===== config.mk =====
export PLATFORM = sky130hd
export DESIGN_NAME = ctl_ack_regfile
export DESIGN_NICKNAME = d
export VERILOG_FILES = /design/src/rtl/ctl_ack_pkg.sv /design/src/rtl/ack_bit_tracker.sv /design/src/rtl/ctl_mirror_reg.sv /design/src/rtl/ctl_ack_regfile.sv
export SDC_FILE = /design/constraint.sdc
export NUM_CORES = 1
export LEC_CHECK = 0
export BUFFER_PORTS_ARGS = -buffer_cell sky130_fd_sc_hd__buf_2
export CAP_MARGIN = 20
export CORE_UTILIZATION = 35
export CTS_CLUSTER_DIAMETER = 30
export DETAILED_ROUTE_END_ITERATION = 16
export GPL_TIMING_DRIVEN = 0
export PLACE_DENSITY = 0.59
export SKIP_LAST_GASP = 1
export SLEW_MARGIN = 20
export SYNTH_ARGS = -nofsm -noshare
export SYNTH_HDL_FRONTEND = slang
export SYNTH_HIERARCHICAL = 1
export SYNTH_SLANG_ARGS = --single-unit

===== constraint.sdc =====
create_clock -name clk -period 1.8 [get_ports clk]
set_input_delay 0.09 -clock clk [delete_from_list [all_inputs] [get_ports clk]]
set_output_delay 0.09 -clock clk [all_outputs]
set_load 0.02 [all_outputs]

===== src/rtl/ctl_ack_pkg.sv =====
package cak_pkg;

    // control bit positions (decoded by sub-units)
    localparam int unsigned CAK_BIT_XLATE  = 0;
    localparam int unsigned CAK_BIT_PRQ    = 1;
    localparam int unsigned CAK_BIT_EVQ    = 2;
    localparam int unsigned CAK_BIT_CMDQ   = 3;
    localparam int unsigned CAK_BIT_REQCHK = 4;

    // interrupt-enable bit positions
    localparam int unsigned CAK_IRQ_GERR   = 0;
    localparam int unsigned CAK_IRQ_EVQ    = 2;

    localparam int unsigned CAK_CTL_W = 5;
    localparam int unsigned CAK_IRQ_W = 3;

    localparam int unsigned CAK_CTL_MASK = (1 << CAK_BIT_XLATE) | (1 << CAK_BIT_PRQ) |
                                           (1 << CAK_BIT_EVQ) | (1 << CAK_BIT_CMDQ) |
                                           (1 << CAK_BIT_REQCHK);
    localparam int unsigned CAK_IRQ_MASK = (1 << CAK_IRQ_GERR) | (1 << CAK_IRQ_EVQ);

    // byte offsets; each mirror sits one word above its register
    localparam int unsigned CAK_CTL_OFS  = 0;
    localparam int unsigned CAK_IRQ_OFS  = 8;
    localparam int unsigned CAK_ACK_STEP = 4;

    typedef enum logic [1:0] {
        TRK_SYNCED   = 2'd0,
        TRK_PEND_ON  = 2'd1,
        TRK_PEND_OFF = 2'd2
    } trk_state_t;

endpackage


===== src/rtl/ack_bit_tracker.sv =====
module ack_bit_tracker
    import cak_pkg::*;
(
    input  logic clk,
    input  logic rst_n,
    input  logic target,
    input  logic rdy,
    output logic ack
);

    trk_state_t state_q, state_d;
    logic       ack_q, ack_d;

    // state register
    always_ff @(posedge clk or negedge rst_n) begin
        if (!rst_n) state_q <= TRK_SYNCED;
        else        state_q <= state_d;
    end

    // next state and next mirror value
    always_comb begin
        state_d = state_q;
        ack_d   = ack_q;
        if (target == ack_q) begin
            state_d = TRK_SYNCED;                    // cancel / already there
        end else begin
            unique case (state_q)
                TRK_SYNCED: begin                    // request
                    state_d = target ? TRK_PEND_ON : TRK_PEND_OFF;
                end
                TRK_PEND_ON, TRK_PEND_OFF: begin
                    if (rdy == target) begin         // confirm
                        ack_d   = target;
                        state_d = TRK_SYNCED;
                    end else begin                   // hold
                        state_d = target ? TRK_PEND_ON : TRK_PEND_OFF;
                    end
                end
                default: state_d = TRK_SYNCED;
            endcase
        end
    end

    // output register
    always_ff @(posedge clk or negedge rst_n) begin
        if (!rst_n) ack_q <= 1'b0;
        else        ack_q <= ack_d;
    end

    assign ack = ack_q;

endmodule


===== src/rtl/ctl_mirror_reg.sv =====
module ctl_mirror_reg
    import cak_pkg::*;
#(
    parameter int unsigned   DATA_W = 32,
    parameter int unsigned   W      = CAK_CTL_W,
    parameter logic [W-1:0]  MASK   = '1
) (
    input  logic              clk,
    input  logic              rst_n,
    input  logic              wr_en,
    input  logic [DATA_W-1:0] wdata,
    input  logic [W-1:0]      rdy,
    output logic [W-1:0]      value,
    output logic [W-1:0]      ack
);

    localparam logic [DATA_W-1:0] WIDE_MASK = DATA_W'(MASK);

    logic [W-1:0] value_q;

    always_ff @(posedge clk or negedge rst_n) begin
        if (!rst_n)     value_q <= '0;
        else if (wr_en) value_q <= W'(wdata & WIDE_MASK);
    end

    // one tracker per bit; masked bits have a constant-zero target
    for (genvar b = 0; b < W; b++) begin : g_trk
        ack_bit_tracker u_trk (
            .clk    (clk),
            .rst_n  (rst_n),
            .target (value_q[b]),
            .rdy    (rdy[b]),
            .ack    (ack[b])
        );
    end

    assign value = value_q;

endmodule


===== src/rtl/ctl_ack_regfile.sv =====
module ctl_ack_regfile
    import cak_pkg::*;
#(
    parameter int unsigned      DATA_W   = 32,
    parameter int unsigned      ADDR_W   = 4,
    parameter int unsigned      CTL_W    = CAK_CTL_W,
    parameter int unsigned      IRQ_W    = CAK_IRQ_W,
    parameter logic [CTL_W-1:0] CTL_MASK = CTL_W'(CAK_CTL_MASK),
    parameter logic [IRQ_W-1:0] IRQ_MASK = IRQ_W'(CAK_IRQ_MASK)
) (
    input  logic              clk,
    input  logic              rst_n,
    input  logic              reg_sel,
    input  logic              reg_wr,
    input  logic [ADDR_W-1:0] reg_addr,
    input  logic [DATA_W-1:0] reg_wdata,
    output logic [DATA_W-1:0] reg_rdata,
    output logic [CTL_W-1:0]  ctl_en,
    input  logic [CTL_W-1:0]  ctl_rdy,
    output logic [IRQ_W-1:0]  irq_en,
    input  logic [IRQ_W-1:0]  irq_rdy
);

    localparam logic [ADDR_W-1:0] A_CTL     = ADDR_W'(CAK_CTL_OFS);
    localparam logic [ADDR_W-1:0] A_CTL_ACK = ADDR_W'(CAK_CTL_OFS + CAK_ACK_STEP);
    localparam logic [ADDR_W-1:0] A_IRQ     = ADDR_W'(CAK_IRQ_OFS);
    localparam logic [ADDR_W-1:0] A_IRQ_ACK = ADDR_W'(CAK_IRQ_OFS + CAK_ACK_STEP);

    logic             wr_ctl, wr_irq;
    logic [CTL_W-1:0] ctl_ack;
    logic [IRQ_W-1:0] irq_ack;

    assign wr_ctl = reg_sel && reg_wr && (reg_addr == A_CTL);
    assign wr_irq = reg_sel && reg_wr && (reg_addr == A_IRQ);

    ctl_mirror_reg #(
        .DATA_W (DATA_W),
        .W      (CTL_W),
        .MASK   (CTL_MASK)
    ) u_ctl (
        .clk    (clk),
        .rst_n  (rst_n),
        .wr_en  (wr_ctl),
        .wdata  (reg_wdata),
        .rdy    (ctl_rdy),
        .value  (ctl_en),
        .ack    (ctl_ack)
    );

    ctl_mirror_reg #(
        .DATA_W (DATA_W),
        .W      (IRQ_W),
        .MASK   (IRQ_MASK)
    ) u_irq (
        .clk    (clk),
        .rst_n  (rst_n),
        .wr_en  (wr_irq),
        .wdata  (reg_wdata),
        .rdy    (irq_rdy),
        .value  (irq_en),
        .ack    (irq_ack)
    );

    always_comb begin
        unique case (reg_addr)
            A_CTL:     reg_rdata = DATA_W'(ctl_en);
            A_CTL_ACK: reg_rdata = DATA_W'(ctl_ack);
            A_IRQ:     reg_rdata = DATA_W'(irq_en);
            A_IRQ_ACK: reg_rdata = DATA_W'(irq_ack);
            default:   reg_rdata = '0;
        endcase
    end

endmodule


After elaboration in Yosys (flattened, before gate mapping)
Index checks and enable logic that the tools add are counted. W data, S select, Z words.

Multiplexer cells: 29. Bitwise operators: 7. Multiply operators: 0. Equality and inequality tests: 31. Order comparisons: 0. Shift-type cells: 0. Reduce and logical (&&, ||, !) cells: 25. Add/sub/neg operators: 0. Divide/modulo/power cells: 0.

Operators with widths (number): $mux W2 (21); $pmux W2 S2 (7); $reduce_and A3 Y1 (7); $pmux W5 S4 (1); $eq A1 B1 Y1 (14); $eq A2 B1 Y1 const B (7); $eq A2 B2 Y1 const B (7); $logic_not A2 Y1 (7); $reduce_or A2 Y1 (7); $eq A4 B4 Y1 const B (2); $not A1 Y1 (7); $eq A4 B3 Y1 const B (1); $logic_not A4 Y1 (1); $logic_and A1 B1 Y1 (3).

Logic and storage cells: 108. Output and inout bits: 40. Memories kept: 0. RAM bits: 0. ROM bits: 0. Bits in latches: 0. Register bits after elaboration: 28.

Longest topological paths before layout
Gate-level depths: netlist (run 1).

Depth in word-level cells: 4. Depth in mapped cells: 4.

By module
The synthesis (run 1) kept the hierarchy.

Modules (own cells, without submodules): ack_bit_tracker (area each 224.0 µm², instances 8, sequential area each 75.1 µm², cells each 22); ctl_ack_regfile (area each 352.8 µm², instances 1, sequential area each 0.0 µm², cells each 48); ctl_mirror_reg at u_ctl (area each 181.4 µm², instances 1, sequential area each 125.1 µm², cells each 10); ctl_mirror_reg at u_irq (area each 83.8 µm², instances 1, sequential area each 50.0 µm², cells each 6).

Worst setup path after synthesis (run 1)
No wires, ideal clock.

Path type: reg-to-reg. Start: register u_ctl.g_trk[0].u_trk.state_q[0]. End: register u_ctl.g_trk[0].u_trk.state_q[0]. Data required time: 1.720 ns. Period minus slack after synthesis: 1.343 ns. Slack: 0.457 ns. Data arrival time: 1.263 ns. Stages on the path, launching flop included: 5. Library setup time: 0.080 ns. Path buffers: 0. Cell sequence: dfrtp_1 inv_1 ha_1 or4bb_1 o22ai_2.

Longest elaborated chain between the ends: 4. Elaborated cells between the ends (all ways): 6.

RTL lines: from (decl) (line ack_bit_tracker.sv:11) `trk_state_t state_q, state_d;`; from (signal assigned) (line ack_bit_tracker.sv:17) `else state_q <= state_d;`; $eq A2 B1 Y1 or $eq A2 B2 Y1 (tied branches) (line ack_bit_tracker.sv:27) `unique case (state_q)`; $reduce_or A2 Y1 (line ack_bit_tracker.sv:27); $pmux W2 S2 (*) (line ack_bit_tracker.sv:27); $mux W2 (*) (line ack_bit_tracker.sv:24) `if (target == ack_q) begin`; net u_ctl.g_trk[0].u_trk.state_d[0] (line ack_bit_tracker.sv:11).

Mark *: on every way through the listed nets, which the timed path passes. The rest lies on a longest branch. A chain may end at the register's enable or synchronous reset.

Worst setup path in the final report (run 1)
Start: register u_ctl.g_trk[4].u_trk.state_q[0]. End: register u_ctl.g_trk[4].u_trk.state_q[0].

Longest elaborated chain between the ends: 4. Elaborated cells between the ends (all ways): 6.

RTL lines (line): from (decl) (ack_bit_tracker.sv:11); from (signal assigned) (ack_bit_tracker.sv:17); $eq A2 B1 Y1 or $eq A2 B2 Y1 (tied branches) (ack_bit_tracker.sv:27); $reduce_or A2 Y1 (ack_bit_tracker.sv:27); $pmux W2 S2 (*) (ack_bit_tracker.sv:27); $mux W2 (*) (ack_bit_tracker.sv:24); net u_ctl.g_trk[4].u_trk.state_d[0] (ack_bit_tracker.sv:11).

Marks and branches as above.

==> results.toml, run 1 <==
[power]
swShare_pct = 38.5
p_clk_share_pct = 17.7
intPower_mw = 1.91
vdd_ir_drop_max_uv = 468
powerDensity_mw_per_mm2 = 1080
power_frac_seq_pct = 37.3
switchingPower_mw = 1.20
cellLeakagePower_nw = 1.53
power_mw = 3.11
p_comb_share_pct = 45.0

[place]
port_buffers = 31
hpwl_um = 3110
dpl_worst_slack_ns = 0.0744
gp_congestion = 0.768

[timing]
setup_ws_ns = 0.373
slew_violations = 0
fin_crit_ns = 1.43
setup_viol = 0
fin_worst_skew_ns = 0.00492
finalSetupTns_ns = 0
relSlewSlack_pct = 52.3
tightest_slew_ns = 0.716
rsz0062_at_grt = "false"
fmax_ghz = 0.701
finalCritPeriodShare_pct = 79.3
hold_viol = 0

[run]
maxCapViolCount = 0

[floorplan]
start_util_pct = 37.1
die_w_um = 85.0
die_area_mm2 = 0.00722
ioPinCount = 88
fp.dieH_um = 85.0
core_area_mm2 = 0.00649
rows = 29

[global_routing]
grt_max_degree = 32
antenna_found_initial = 0
grt.total_usage_pct = 12.2
grt_overflow = 0
grt_pass1_wl_um = 6980
grt_pass1_vias = 1639

[setup_path]
crit_start = "u_ctl/g_trk[4].u_trk/state_q[0]$_DFF_PN0_"
cp-start-kind = "register"
critPathMaxStageDelay_ns = 0.52
worstSetupPathType = "reg2reg"
required_ns = 2.01
critical_path_depth = 4
path_cells = "inv_1, ha_1, or4bb_1, o22ai_2"
cp_top_family = "simple AND/OR/NAND/NOR gates"
r2r_slack_ns = 0.37
arrival_ns = 1.63
cp-end-kind = "register"
critPathBufInv = 1
endpoint = "u_ctl/g_trk[4].u_trk/state_q[0]$_DFF_PN0_"
r2r-end = "u_ctl/g_trk[4].u_trk/state_q[0]$_DFF_PN0_"
slowest_stage = "or4bb_1"
critPathMaxFanout = 4
r2r-start = "u_ctl/g_trk[4].u_trk/state_q[0]$_DFF_PN0_"
r2r_cells = 4

[detailed_routing]
vias = 1734
wl_per_cell_um = 10.3
met3_length_um = 216
wl_met2_um = 1870
ant_nets = 0
top_layer_used = "met4"
wl_met1_um = 1850
drt-total-wl_um = 4010
via_per_inst = 4.47
drtIter0Drc = 38
firstDrtPassIters = 13
route.detailed.drc = 5

[cts]
cts_sinks = 31
insertion_delay_ns = 0.28
root_buffer = "clkbuf_8"
numCtsBuffers = 5
cts_tree = "yes"
post_cts_buffers = 0
clockBufferDepth = 2
clkSlewWorstSetupHoldPaths_ns = 0.06
h-tree-depth = 2

[synthesis]
synthCells = 240
avgSynthCellArea_um2 = 10.0
synth.yosys.seq_area_share_pct = 32.2
synth.top_cell.area_share_pct = 32.2
syn-cell-area_mm2 = 0.00241
yosys-top-cells-area = "dfrtp_1 32%, ha_1 17%, buf_4 8.7%, mux2i_1 6.6%, inv_1 6.2%"
yosysUniqueCellTypes = 20
synth_seq_cells = 31
synth_largest_area_cell = "dfrtp_1"
yosys_warnings = 6

[final_layout]
nNetsFinal = 391
final_common_cell = "inv_1"
n_antenna_cell = 0
drive_above_1_share_pct = 27.0
area_growth_pct = 19.5
mostFrequentLayoutCells = "40 x inv_1, 34 x conb_1, 33 x buf_2"

[worst_hold_path]
hold_path.class = "in2reg"

[outcome]
failed_checks = "design-rule violations"
outcome = "finished with violations"
routing by layer:
metal,vias up,track usage [%]
met2,40,20.5
li1,892,-
met1,794,14.7
met4,0,4.78
met3,8,3.60
met5,-,0
metrics by stage:
| stage | util, % | hold slack, ns | std cells | cell area (um2) |
|---|---|---|---|---|
| CTS | 44.3 | 0.0288 | 388 | 2880 |
| floorplan | - | -0.206 | 272 | 2530 |
| finish | 44.3 | 0.0365 | 388 | 2880 |
| global placement | 42.8 | 0.187 | 380 | 2780 |
| global route | 44.3 | 0.0276 | 388 | 2880 |
| detailed placement | 42.8 | 0.188 | 380 | 2780 |
layout make-up:
| class | instances | area, um2 |
|---|---|---|
| tap | 77 | 96.3 |
| buffer | 30 | 220 |
| fill | 668 | 3620 |
| multi-input combinational | 171 | 1380 |
| timing repair buffer | 32 | 165 |
| clock inverter | 1 | 5.00 |
| clock buffer | 6 | 82.6 |
| inverter | 40 | 150 |
| sequential | 31 | 776 |
synth_stat cells (all sizes together):
master and number:
a21oi 8, buf 30, conb 2, dfrtp 31
ha 32, inv 40, mux2 7, mux2i 16
nand2 16, nand3b 9, nor2 4, o22ai 11
o32ai 8, or3 1, or3b 9, or4bb 8
xnor2 8
worst reg2reg max path, cell delays in order (launching register included):
cell and delay (ns):
dfrtp_1 0.35, inv_1 0.04, ha_1 0.32, or4bb_1 0.52, o22ai_2 0.13
how the worst min path moves through the flow:
stage	slack [ns]	cells after the start	end	start
after global placement	0.19	1	u_ctl/g_trk[4].u_trk/state_q[0]$_DFF_PN0_	rst_n
after detailed placement	0.19	1	u_ctl/g_trk[4].u_trk/state_q[0]$_DFF_PN0_	rst_n
after global routing	0.03	2	u_ctl/value[3]$_DFFE_PN0P_	reg_wdata[3]
final	0.04	2	u_ctl/value[4]$_DFFE_PN0P_	reg_wdata[4]
after CTS	0.03	2	u_ctl/value[4]$_DFFE_PN0P_	reg_wdata[4]
after floorplan	-0.21	0	u_ctl/g_trk[0].u_trk/ack$_DFFE_PN0P_	rst_n
repair_timing:
action | 4_1_cts | 5_1_grt
hold buffers | 1 | 0
resized for setup | 0 | 0
hold endpoints to repair | 31 | 0
cell families after synthesis:
group           share of synthesized area (%)
compound gates                           9.50
xor+xnor                                 2.91
fa+ha+maj                                16.6
buf+inv                                  15.4
flops                                    32.2
mux                                      9.92
other cells                             0.312
simple gates                             13.2
state kept, by name (all words and copies together), names as in the netlist:
signal / cells
u_ctl/g_trk.u_trk/ack: 5
u_ctl/g_trk.u_trk/state_q: 10
u_ctl/value: 5
u_irq/g_trk.u_trk/ack: 3
u_irq/g_trk.u_trk/state_q: 6
u_irq/value: 2
power by group through the flow:
stage	logic, mW	clock network (mW)	registers [mW]
2_1_floorplan	1.11	0	1.16
3_3_place_gp	1.38	0	1.17
3_5_place_dp	1.39	0	1.18
4_1_cts	1.40	0.571	1.17
5_1_grt	1.59	0.602	1.21
6_report	1.40	0.550	1.16
Power figures use the tool's default switching activity.
==> run 2, diff against run 1 <==
Settings changed: PLACE_DENSITY 0.59 to 0.61.
Clock period 1.8 ns to 1.2 ns, I/O delays scaled along.
==> run 2 against run 1 <==
  * Largest power group unchanged
  * Highest routed layer unchanged
  * Critical path type unchanged
  * Core utilization rose by 6.2 points
  * Critical path depth did not move
  * Clock power is 67% higher
  * The run ends with design-rule violations, negative setup slack left
  * Sequential cell count did not move
  * Hold slack lost 0.030 ns
  * Power grew 78%
==> results.toml, run 2 (same netlist as run 1, synthesis figures left out) <==
[outcome]
outcome = "finished with violations"
failed_checks = "design-rule violations, negative setup slack"

[final_layout]
mostFrequentLayoutCells = "51 x buf_4, 34 x conb_1, 29 x buf_2, 29 x inv_1, 24 x dfrtp_1"
final_cells = 410
top_register = "u_ctl/g_trk.u_trk/state_q"
area_growth_pct = 36.2
largest_reg_flops = 10
n_antenna_cell = 0
drive_above_1_share_pct = 43.5
nNetsFinal = 412
final_common_cell = "buf_4"
reg_top3 = "u_ctl/g_trk.u_trk/state_q (10), u_irq/g_trk.u_trk/state_q (6)"

[timing]
setup_viol = 11
rsz0062_at_grt = "true"
tightest_slew_ns = 0.735
finalCritPeriodShare_pct = 109
relSlewSlack_pct = 51.0
setup_ws_ns = -0.113
hold_viol = 0
fmax_ghz = 0.761
fin_worst_skew_ns = 0.00208
finalSetupTns_ns = -0.756
slew_violations = 0
fin_crit_ns = 1.31

[cts]
insertion_delay_ns = 0.28
clockBufferDepth = 2
numCtsBuffers = 5
cts_sinks = 31
clkSlewWorstSetupHoldPaths_ns = 0.06
cts_tree = "yes"
root_buffer = "clkbuf_8"
h-tree-depth = 2

[place]
gp_congestion = 0.752
dpl_worst_slack_ns = -0.215
dp_cells = 380
hpwl_um = 3330
port_buffers = 31

[setup_path]
required_ns = 1.41
arrival_ns = 1.52
cp-start-kind = "register"
cp-end-kind = "register"
worstSetupPathType = "reg2reg"
critPathMaxFanout = 4

[power]
powerDensity_mw_per_mm2 = 1680
power_mw = 5.53
vdd_ir_drop_max_uv = 725
cellLeakagePower_nw = 1.63

[global_routing]
antenna_found_initial = 0
grt_pass1_vias = 1820
grt_overflow = 0
grt.total_usage_pct = 14.3
grt_pass1_wl_um = 8090
grt_max_degree = 32

[floorplan]
start_util_pct = 37.1
core_area_mm2 = 0.00649
die_area_mm2 = 0.00722
ioPinCount = 88
die_w_um = 85.0
fp.dieH_um = 85.0
rows = 29

[detailed_routing]
route.detailed.drc = 5
firstDrtPassIters = 12
via_per_inst = 4.47
drtIter0Drc = 79
vias = 1832
ant_nets = 0
wl_per_cell_um = 11.6
drt-total-wl_um = 4750

[run]
maxCapViolCount = 0

[worst_hold_path]
hold_path.class = "in2reg"
run 2: changes by cell type in the layout (fill, tap and decap cells not counted), sizes merged:
cell | before | now
buf | 61 | 81
dlygate4sd3 | 1 | 2
clkinv | 1 | 0
clkbuf | 6 | 8
run 2: worst max-delay path, cell delays in order, from the launching register on:
cell,delay (ns)
dfrtp_1,0.35
inv_1,0.08
ha_4,0.28
or4bb_1,0.42
o22ai_2,0.11
run 2: final timing paths:
check                           slack, ns                                         to                                 startpoint  depth (start not counted)
worst max-delay path                -0.11  u_ctl/g_trk[0].u_trk/state_q[0]$_DFF_PN0_  u_ctl/g_trk[0].u_trk/state_q[0]$_DFF_PN0_                          4
max in group asynchronous            0.30                 u_ctl/value[3]$_DFFE_PN0P_                                      rst_n                          2
min in group asynchronous            0.38  u_irq/g_trk[2].u_trk/state_q[0]$_DFF_PN0_                                      rst_n                          2
worst min-delay path                0.007                 u_ctl/value[4]$_DFFE_PN0P_                               reg_wdata[4]                          2
worst max register to register      -0.11  u_ctl/g_trk[0].u_trk/state_q[0]$_DFF_PN0_  u_ctl/g_trk[0].u_trk/state_q[0]$_DFF_PN0_                          4
worst min register to register       0.61  u_irq/g_trk[0].u_trk/state_q[1]$_DFF_PN0_       u_irq/g_trk[0].u_trk/ack$_DFFE_PN0P_                          2
run 2: metrics by stage:
step | hold WS [ns] | util, % | instance area [um2]
after floorplan | -0.236 | - | 2630
after global placement | 0.164 | 44.4 | 2890
after detailed placement | 0.172 | 44.4 | 2890
after CTS | 0.000368 | 49.5 | 3220
after global routing | 0.0102 | 50.5 | 3280
final | 0.00656 | 50.5 | 3280
run 2: layout make-up:
cell class                 instances  area [um2]
sequential                        31         785
inverter                          40         150
tap                               77        96.3
clock buffer                       8         100
fill                             611        3210
timing repair buffer              53         339
multi-input combinational        171        1590
buffer                            30         220
run 2: power breakdown:
part / switching, mW / internal (mW) / total [mW]
Clock: 0.397 / 0.523 / 0.921
Combinational: 1.35 / 1.53 / 2.88
Sequential: 0.329 / 1.40 / 1.73
run 2: per-layer routing:
layer | GRT usage (%) | wire (um) | vias up
li1 | - | - | 935
met3 | 4.38 | 243 | 7
met4 | 3.85 | 61 | 0
met5 | 0 | 0 | -
met1 | 16.9 | 2190 | 839
met2 | 25.0 | 2250 | 51
run 2: what timing repair did:
item	in CTS	in global routing
resized for setup	23	8
hold buffers	2	0
endpoints found under the setup margin	11	12
pin swaps	1	1
setup buffers	14	6
endpoints found under the hold margin	32	0
cloned	0	0
